### src/rtl/pcpwm_pkg.sv
package pcpwm_pkg;

    typedef enum logic {
        COUNT_UP   = 1'b0,
        COUNT_DOWN = 1'b1
    } dir_e;

    localparam logic [1:0] ADDR_CMP  = 2'd0;
    localparam logic [1:0] ADDR_CTRL = 2'd1;
    localparam logic [1:0] ADDR_FLAG = 2'd2;

    localparam int CTRL_EN_BIT  = 0;
    localparam int CTRL_SEL_LSB = 1;
    localparam int CTRL_SEL_W   = 3;
    localparam int CTRL_INV_BIT = 4;

    // log2 of the division factor for each prescale code
    function automatic int unsigned presc_shift(input logic [CTRL_SEL_W-1:0] sel);
        int unsigned sh;
        case (sel)
            3'd0:    sh = 0;
            3'd1:    sh = 3;
            3'd2:    sh = 6;
            3'd3:    sh = 8;
            default: sh = 10;
        endcase
        return sh;
    endfunction

endpackage

### src/rtl/pcpwm_prescaler.sv
module pcpwm_prescaler
    import pcpwm_pkg::*;
#(
    parameter int PRE_W = 10
) (
    input  logic                  clk,
    input  logic                  rst,
    input  logic                  enable,
    input  logic [CTRL_SEL_W-1:0] sel,
    output logic                  tick
);
    localparam logic [PRE_W-1:0] PRE_ONE = PRE_W'(1);

    logic [PRE_W-1:0] pre_cnt;
    logic [PRE_W-1:0] pre_lim;

    always_comb begin
        pre_lim = PRE_W'((32'd1 << presc_shift(sel)) - 32'd1);
        tick    = enable && (pre_cnt == pre_lim);
    end

    always_ff @(posedge clk) begin
        if (rst || !enable) begin
            pre_cnt <= '0;
        end else if (tick) begin
            pre_cnt <= '0;
        end else begin
            pre_cnt <= pre_cnt + PRE_ONE;
        end
    end

endmodule

### src/rtl/pcpwm_regs.sv
module pcpwm_regs
    import pcpwm_pkg::*;
#(
    parameter int CNT_W = 8
) (
    input  logic                  clk,
    input  logic                  rst,
    input  logic                  wr_en,
    input  logic [1:0]            wr_addr,
    input  logic [CNT_W-1:0]      wr_data,
    input  logic                  flag_set,
    output logic [CNT_W-1:0]      cmp_buf,
    output logic                  enable,
    output logic [CTRL_SEL_W-1:0] sel,
    output logic                  invert,
    output logic                  flag
);
    logic wr_cmp;
    logic wr_ctrl;
    logic wr_clr;

    always_comb begin
        wr_cmp  = wr_en && (wr_addr == ADDR_CMP);
        wr_ctrl = wr_en && (wr_addr == ADDR_CTRL);
        wr_clr  = wr_en && (wr_addr == ADDR_FLAG) && wr_data[0];
    end

    always_ff @(posedge clk) begin
        if (rst) begin
            cmp_buf <= '0;
            enable  <= 1'b0;
            sel     <= '0;
            invert  <= 1'b0;
        end else begin
            if (wr_cmp) begin
                cmp_buf <= wr_data;
            end
            if (wr_ctrl) begin
                enable <= wr_data[CTRL_EN_BIT];
                sel    <= wr_data[CTRL_SEL_LSB +: CTRL_SEL_W];
                invert <= wr_data[CTRL_INV_BIT];
            end
        end
    end

    // set has priority over a software clear in the same clock
    always_ff @(posedge clk) begin
        if (rst) begin
            flag <= 1'b0;
        end else if (flag_set) begin
            flag <= 1'b1;
        end else if (wr_clr) begin
            flag <= 1'b0;
        end
    end

endmodule

### src/rtl/pcpwm_counter.sv
module pcpwm_counter
    import pcpwm_pkg::*;
#(
    parameter int CNT_W = 8
) (
    input  logic             clk,
    input  logic             rst,
    input  logic             tick,
    output logic [CNT_W-1:0] cnt,
    output dir_e             dir,
    output logic [CNT_W-1:0] cnt_nxt,
    output logic             step_up,
    output logic             hit_top,
    output logic             hit_bottom
);
    localparam logic [CNT_W-1:0] ONE     = CNT_W'(1);
    localparam logic [CNT_W-1:0] TOP     = '1;
    localparam logic [CNT_W-1:0] TOP_M1  = TOP - ONE;

    dir_e dir_nxt;

    // next-state and next-count
    always_comb begin
        dir_nxt = dir;
        cnt_nxt = cnt;
        if (tick) begin
            unique case (dir)
                COUNT_UP: begin
                    cnt_nxt = cnt + ONE;
                    if (cnt == TOP_M1) begin
                        dir_nxt = COUNT_DOWN;
                    end
                end
                COUNT_DOWN: begin
                    cnt_nxt = cnt - ONE;
                    if (cnt == ONE) begin
                        dir_nxt = COUNT_UP;
                    end
                end
            endcase
        end
    end

    // state register
    always_ff @(posedge clk) begin
        if (rst) begin
            dir <= COUNT_UP;
            cnt <= '0;
        end else begin
            dir <= dir_nxt;
            cnt <= cnt_nxt;
        end
    end

    // step events seen by the waveform stage
    always_comb begin
        step_up    = 1'b0;
        hit_top    = 1'b0;
        hit_bottom = 1'b0;
        unique case (dir)
            COUNT_UP: begin
                step_up = 1'b1;
                hit_top = tick && (cnt == TOP_M1);
            end
            COUNT_DOWN: begin
                hit_bottom = tick && (cnt == ONE);
            end
        endcase
    end

endmodule

### src/rtl/pcpwm_wavegen.sv
module pcpwm_wavegen #(
    parameter int CNT_W = 8
) (
    input  logic             clk,
    input  logic             rst,
    input  logic             tick,
    input  logic             step_up,
    input  logic             hit_top,
    input  logic             hit_bottom,
    input  logic [CNT_W-1:0] cnt_nxt,
    input  logic [CNT_W-1:0] cmp_buf,
    input  logic             invert,
    output logic [CNT_W-1:0] cmp_act,
    output logic             raw,
    output logic             pwm
);
    localparam logic [CNT_W-1:0] TOP = '1;

    always_ff @(posedge clk) begin
        if (rst) begin
            cmp_act <= '0;
            raw     <= 1'b0;
        end else if (tick) begin
            if (hit_top) begin
                // reload and force the level of an up-count match
                cmp_act <= cmp_buf;
                raw     <= (cmp_buf != '0);
            end else if (hit_bottom) begin
                raw <= (cmp_act == TOP);
            end else if (cnt_nxt == cmp_act) begin
                raw <= step_up;
            end
        end
    end

    assign pwm = raw ^ invert;

endmodule

### src/rtl/pcpwm_timer.sv
module pcpwm_timer
    import pcpwm_pkg::*;
#(
    parameter int CNT_W = 8,
    parameter int PRE_W = 10
) (
    input  logic             clk,
    input  logic             rst,
    input  logic             wr_en,
    input  logic [1:0]       wr_addr,
    input  logic [CNT_W-1:0] wr_data,
    output logic             pwm_out,
    output logic [CNT_W-1:0] count_out,
    output logic             ovf_flag
);
    logic                  tick;
    logic                  enable;
    logic [CTRL_SEL_W-1:0] sel;
    logic                  invert;
    logic [CNT_W-1:0]      cmp_buf;
    logic [CNT_W-1:0]      cmp_act;
    logic [CNT_W-1:0]      cnt;
    logic [CNT_W-1:0]      cnt_nxt;
    dir_e                  dir;
    logic                  step_up;
    logic                  hit_top;
    logic                  hit_bottom;
    logic                  raw;

    pcpwm_regs #(.CNT_W(CNT_W)) u_regs (
        .clk      (clk),
        .rst      (rst),
        .wr_en    (wr_en),
        .wr_addr  (wr_addr),
        .wr_data  (wr_data),
        .flag_set (hit_bottom),
        .cmp_buf  (cmp_buf),
        .enable   (enable),
        .sel      (sel),
        .invert   (invert),
        .flag     (ovf_flag)
    );

    pcpwm_prescaler #(.PRE_W(PRE_W)) u_pre (
        .clk    (clk),
        .rst    (rst),
        .enable (enable),
        .sel    (sel),
        .tick   (tick)
    );

    pcpwm_counter #(.CNT_W(CNT_W)) u_cnt (
        .clk        (clk),
        .rst        (rst),
        .tick       (tick),
        .cnt        (cnt),
        .dir        (dir),
        .cnt_nxt    (cnt_nxt),
        .step_up    (step_up),
        .hit_top    (hit_top),
        .hit_bottom (hit_bottom)
    );

    pcpwm_wavegen #(.CNT_W(CNT_W)) u_wave (
        .clk        (clk),
        .rst        (rst),
        .tick       (tick),
        .step_up    (step_up),
        .hit_top    (hit_top),
        .hit_bottom (hit_bottom),
        .cnt_nxt    (cnt_nxt),
        .cmp_buf    (cmp_buf),
        .invert     (invert),
        .cmp_act    (cmp_act),
        .raw        (raw),
        .pwm        (pwm_out)
    );

    assign count_out = cnt;

endmodule

### config.mk
export PLATFORM = sky130hd
export DESIGN_NAME = pcpwm_timer
export DESIGN_NICKNAME = d
export VERILOG_FILES = /design/src/rtl/pcpwm_pkg.sv /design/src/rtl/pcpwm_prescaler.sv /design/src/rtl/pcpwm_regs.sv /design/src/rtl/pcpwm_counter.sv /design/src/rtl/pcpwm_wavegen.sv /design/src/rtl/pcpwm_timer.sv
export SDC_FILE = /design/constraint.sdc
export NUM_CORES = 1
export LEC_CHECK = 0
export ABC_CLOCK_PERIOD_IN_PS = 8900
export BUFFER_PORTS_ARGS = -buffer_cell sky130_fd_sc_hd__buf_4
export CAP_MARGIN = 20
export CORE_AREA = 3 3 86 47
export CTS_BUF_LIST = sky130_fd_sc_hd__clkbuf_2 sky130_fd_sc_hd__clkbuf_4 sky130_fd_sc_hd__clkbuf_8
export DETAILED_ROUTE_END_ITERATION = 6
export DIE_AREA = 0 0 89 50
export GPL_TIMING_DRIVEN = 0
export PLACE_DENSITY = 0.84
export REMOVE_ABC_BUFFERS = 1
export SYNTH_ARGS = -nofsm -noshare
export SYNTH_HDL_FRONTEND = slang
export SYNTH_SLANG_ARGS = --single-unit
export TNS_END_PERCENT = 30
### constraint.sdc
create_clock -name clk -period 8.9 [get_ports clk]
set_clock_uncertainty 0.15 [all_clocks]
set_input_delay 1.335 -clock clk [delete_from_list [all_inputs] [get_ports clk]]
set_output_delay 1.335 -clock clk [all_outputs]
set_load 0.02 [all_outputs]
* Word level (Yosys, flattened, before mapping)
Cells that the tools add are included.
Word-level totals: bits in registers 42, bits of input ports 13, output and inout bits 10, logic and storage cells 58
Operators by class: add/sub/neg operators 4, equality and inequality tests 10, shifts and indexed selects 1, mux-type cells 14, bitwise logic cells 2, reduce and logical (&&, ||, !) cells 17
Operator list (count):
- $eq 8x8->1 const B | 2
- $pmux 4 s4 | 1
- $pmux 8 s2 | 1
- $add 10x1->10 const B | 1
- $eq 10x10->1 | 1
- $mux 1 | 10
- $shl 1x4->10 const A | 1
- $sub 10x1->10 const B | 1
- $add 8x1->8 const B | 1
- $eq 8x1->1 const B | 1
- $eq 8x8->1 | 1
- $mux 8 | 1
- $reduce_bool 8->1 | 1
- $sub 8x1->8 const B | 1
- $logic_and 1x1->1 | 7
- $eq 3x2->1 const B | 2
- $reduce_and 2->1 | 2
- $eq 3x1->1 const B | 1
- $logic_not 3->1 | 1
- $reduce_bool 3->1 | 1
- $eq 2x1->1 const B | 1
- $eq 2x2->1 const B | 1
- $logic_not 2->1 | 1
- $pmux 1 s2 | 1
- other kinds (6) | 6

* Longest topological paths before layout
depth after elaboration 11, mapped depth 11, mapped depth without buffers 10

* Hierarchy
A second synthesis with hierarchy kept.
Unflattened totals: cell total of the unflattened synthesis 268, area, all modules 2522.4 µm²
By module, submodules not included:
- pcpwm_prescaler | times used 1, cells each 77, area each 748.2 µm², seq. area each 200.2 µm²
- pcpwm_counter | times used 1, cells each 74, area each 670.6 µm², seq. area each 180.2 µm²
- pcpwm_regs | times used 1, cells each 58, area each 624.3 µm², seq. area each 280.3 µm²
- pcpwm_wavegen | times used 1, cells each 59, area each 479.2 µm², seq. area each 180.2 µm²

* Worst setup path after synthesis
Ideal clock, no wire load.
path type reg2reg, start register u_regs.sel[2], end register u_wave.raw, library setup time 123 ps, data arrival time 2709 ps, required time 8627 ps, path slack 5918 ps, cell stages (with the launch flop) 12, buffers on the path 1, period minus slack after synthesis 2982 ps, path through dfxtp_1 > or3_4 > ha_1 > xor2_1 > nand3_1 > nor3_4 > nand2_2 > buf_6 > a2111oi_4 > o2111ai_1 > o32ai_2 > mux2_1
On the way: word-level cells in the longest chain between the ends 10, elaborated cells on any way between the ends 19, classes of those cells add/sub (1); eq/ne (5); shift (1); mux (6); reduce/logical (6)
Ends and longest elaborated chain:
- start, declared | RTL line pcpwm_regs.sv:14 | output logic [CTRL_SEL_W-1:0] sel,
- start signal, assigned | RTL line pcpwm_regs.sv:40 | sel <= wr_data[CTRL_SEL_LSB +: CTRL_SEL_W];
- $eq 3x2->1, or another cell as far along | RTL line pcpwm_pkg.sv:20 | case (sel)
- $pmux 4 s4 * | RTL line pcpwm_pkg.sv:20
- $shl 1x4->10 * | RTL line pcpwm_prescaler.sv:18 | pre_lim = PRE_W'((32'd1 << presc_shift(sel)) - 32'd1);
- $sub 10x1->10 * | RTL line pcpwm_prescaler.sv:18
- $eq 10x10->1 * | RTL line pcpwm_prescaler.sv:19 | tick = enable && (pre_cnt == pre_lim);
- $logic_and 1x1->1 * | RTL line pcpwm_prescaler.sv:19
- $mux 8, or another cell as far along | RTL line pcpwm_counter.sv:26 | if (tick) begin
- $eq 8x8->1 or $mux 1 (tied branches) | RTL line pcpwm_wavegen.sv:30, pcpwm_counter.sv:60
- $reduce_bool 3->1 (no line) or $mux 1 (tied branches)
- $reduce_and 2->1 (no line) or $mux 1 (tied branches)
- end signal, assigned | RTL line pcpwm_wavegen.sv:27 | raw <= (cmp_buf != '0);
- end signal, assigned | RTL line pcpwm_wavegen.sv:29 | raw <= (cmp_act == TOP);
- end signal, assigned | RTL line pcpwm_wavegen.sv:31 | raw <= step_up;
- end, declared | RTL line pcpwm_wavegen.sv:14 | output logic raw,
Every way passes the cells marked *; elsewhere a longest branch is shown, timed or not. A chain may end at the register's enable or synchronous reset.

* Worst setup path after layout
Ends and elaborated chain as after synthesis.

==> summary.md <==
| Metric | Value |
|---|---|
| Status | complete, no violations |
| WL met3 | 234 um |
| DRC viols | 0 |
| Slew Viols, Final | 0 |
| Flops & latches, synth | 42 |
| R2R cell count | 10 |
| Hpwl dp | 3190 um |
| Post-synthesis sequential area ratio | 38.5% |
| F_max | 271 MHz |
| Max stage delay on crit path | 0.73 ns |
| Number of max-cap violations | 0 |
| Number of distinct library cells after synthesis | 49 |
| Met2 wire length | 2130 um |
| Die area | 4450 sq um |
| Start of the worst register-to-register path | u_regs.sel[2] |
| Setup Buffers After CTS | 0 |
| Top cells by area, synth | dfxtp_1 (38%), mux2i_1 (11%), nor2_1 (8.1%), xnor2_1 (4.8%), xor2_1 (4.8%) |
| Final hold vios | 0 |
| Number of global-route vias before repair | 1696 |
| Final std cells w/o fill | 301 |
| # IOs | 23 |
| DRT Pass-1 Iters | 5 |
| First-pass GRT wire length | 7690 um |
| Syn. warnings | 0 |
| Syn Area/Cell | 9.22 sq um |
| Clk_lat worst skew | 0.30 ns |
| Die Y-Extent | 50 um |
| IO buf count | 22 |
| Gp weighted congestion | 0.847 |
| Gr usage total | 22.6% |
| Post-route ant nets | 0 |
| CP required | 8.94 ns |
| Largest net degree at the start of global routing | 35 |
| HP Start | u_regs.flag |
| Post_cts resized | 0 |
| Wire per inst | 14.7 um |
| Slew @ Worst Pin | 0.746 ns |
| DRT iter0 DRCs | 115 |
| Starting Density | 65.0% |
| DR vias | 1763 |
| Most frequent cells in the layout | nor2_1 (47), dfxtp_1 (42), mux2i_1 (23), buf_4 (23) |
| Critical-path maximum fanout | 12 |
| Commonest non-fill, non-tap cell in the layout | nor2_1 |
| CTS H-tree lvls | 2 |
| Setup TNS | 0 ns |
| Synth-to-layout area growth | 12.7% |
| Post-synth top flop | dfxtp_1 |
| Placed cell area | 2380 sq um |
| Worst Hold Class | reg -> reg |
| Post-synthesis cell count | 237 |
| Initial antenna violation count | 0 |
| Die Wd | 89 um |
| EDFF count, synth | 0 |
| CP startpoint | u_regs.sel[2] |
| Biggest area consumer among synthesized cells | dfxtp_1 |
| Worst setup EP type | flop |
| CTS buffer count | 5 |
| Placed insts | 294 |
| Cells along the critical path | or3_4 -> ha_1 -> xor2_1 -> nand3_1 -> nor3_4 -> nand2_2 -> nor4_2 -> nor2_1 -> o32ai_2 -> mux2_1 |
| Peak VDD IR | 0.0792 mV |
| Nets | 278 |
| Worst path slowest cell | nor4_2 |
| Fin crit period | 3.69 ns |
| Hold Buf Count CTS | 0 |
| Final core occ | 73.3% |
| Leakage | 0.945 nW |
| Vias per std cell | 5.86 |
| FP Rows | 15 |
| Arr. time, crit path | 3.73 ns |
| CTS tree | built |
| Top layer reached by signal wires | met4 |
| Pwr Total | 339 uW |
| Power per cell area | 138 nW/um^2 |
| Max-slew headroom | 49.8% |
| Final setup viols | 0 |
| Setup CP Type | reg -> reg |
| Hold depth | 2 |
| Wirelength, routed | 4420 um |
| Core Area | 3360 sq um |
| CTS root buffer | clkbuf_8 |
| Clock Sinks | 42 |
| Startpoint types | flop |
| Post-synth ARST share | 0% |
| RSZ-0062 raised after global routing | no |
| Mapped Area | 2180 sq um |
| Total gr overflow | 0 |
| Share of cells above drive strength 1 | 15.8% |
| Tcrit/Tclk final | 41.4% |
| Area share of the largest cell type after synthesis | 38.5% |
| DRT met1 WL | 1940 um |
| Clock Tree Buf Depth | 2 |
| Final instance area | 2460 sq um |
| Ant. Diodes | 0 |
| Clock transition at the registers of the reported paths | 0.08 ns |
## path summary, 6_finish.rpt
kind | to | slack, ns
max | u_wave.raw | 5.21
max reg2reg | u_wave.raw | 5.21
min reg2reg | u_regs.flag | 0.34
min | u_regs.flag | 0.34
## stage by stage
stage / hold WS [ns] / setup WS (ns)
6_report: 0.340 / 5.21
5_1_grt: 0.368 / 5.05
4_1_cts: 0.345 / 5.22
3_5_place_dp: 0.333 / 5.24
3_3_place_gp: 0.321 / 4.32
2_1_floorplan: 0.308 / 4.92
## sequential cells by signal (all words and copies together) (netlist names)
signal,cells
u_regs.flag,1
u_regs.sel,3
u_regs.cmp_buf,8
u_wave.cmp_act,8
u_cnt.dir,1
u_regs.enable,1
u_cnt.cnt,8
u_pre.pre_cnt,10
u_wave.raw,1
u_regs.invert,1
## cells by family (layout without fill, tap and decap cells)
| logic type | count (synthesis) | count (layout) | share of synthesized area [%] |
|---|---|---|---|
| flip-flops | 42 | 42 | 38.5 |
| AND/OR/NAND/NOR | 100 | 100 | 23.3 |
| XOR/XNOR | 26 | 26 | 11.5 |
| AO/OA/AOI/OAI | 23 | 23 | 9.05 |
| multiplexers | 24 | 24 | 11.1 |
| buffers and inverters | 15 | 37 | 3.04 |
| adder cells (fa/ha/maj) | 6 | 6 | 3.44 |
| other | 1 | 1 | 0.172 |
## routing by layer
layer | up-vias | GRT usage, %
li1 | 861 | -
met1 | 848 | 28.1
met2 | 42 | 36.0
met3 | 12 | 5.68
met4 | 0 | 11.6
met5 | - | 0
## area by class of cell
class	instances	area, sq um
clock buffer	7	83.8
tap	42	52.6
multi-input combinational	180	1280
fill	256	898
sequential	42	841
inverter	6	22.5
timing repair buffer	24	178
## synthesized netlist by cell type (3+ instances only)
library cell	n
o2111ai_1	3
ha_1	6
mux2i_1	23
and3_1	3
nand3b_1	4
nand3_1	10
nor2_1	47
nor4_1	4
nand2_1	8
clkbuf_1	5
a21oi_1	5
xor2_1	12
dfxtp_1	42
nor3_1	4
o21ai_0	4
inv_1	6
xnor2_1	12
## critical path: cells and delay by family, from the launching register on
kind | cells | cell delay (ns)
adders and majority gates | 1 | 0.30
and+or+nand+nor | 6 | 2.07
DFF | 1 | 0.36
muxes | 1 | 0.36
AOI/OAI and AO/OA | 1 | 0.17
xor gates and xnor gates | 1 | 0.17
## where the power goes
group / switching [mW] / internal, mW
clock: 0.0622 / 0.0601
combinational: 0.0127 / 0.0111
sequential: 0.00249 / 0.190
(Power assumes the default switching activity.)
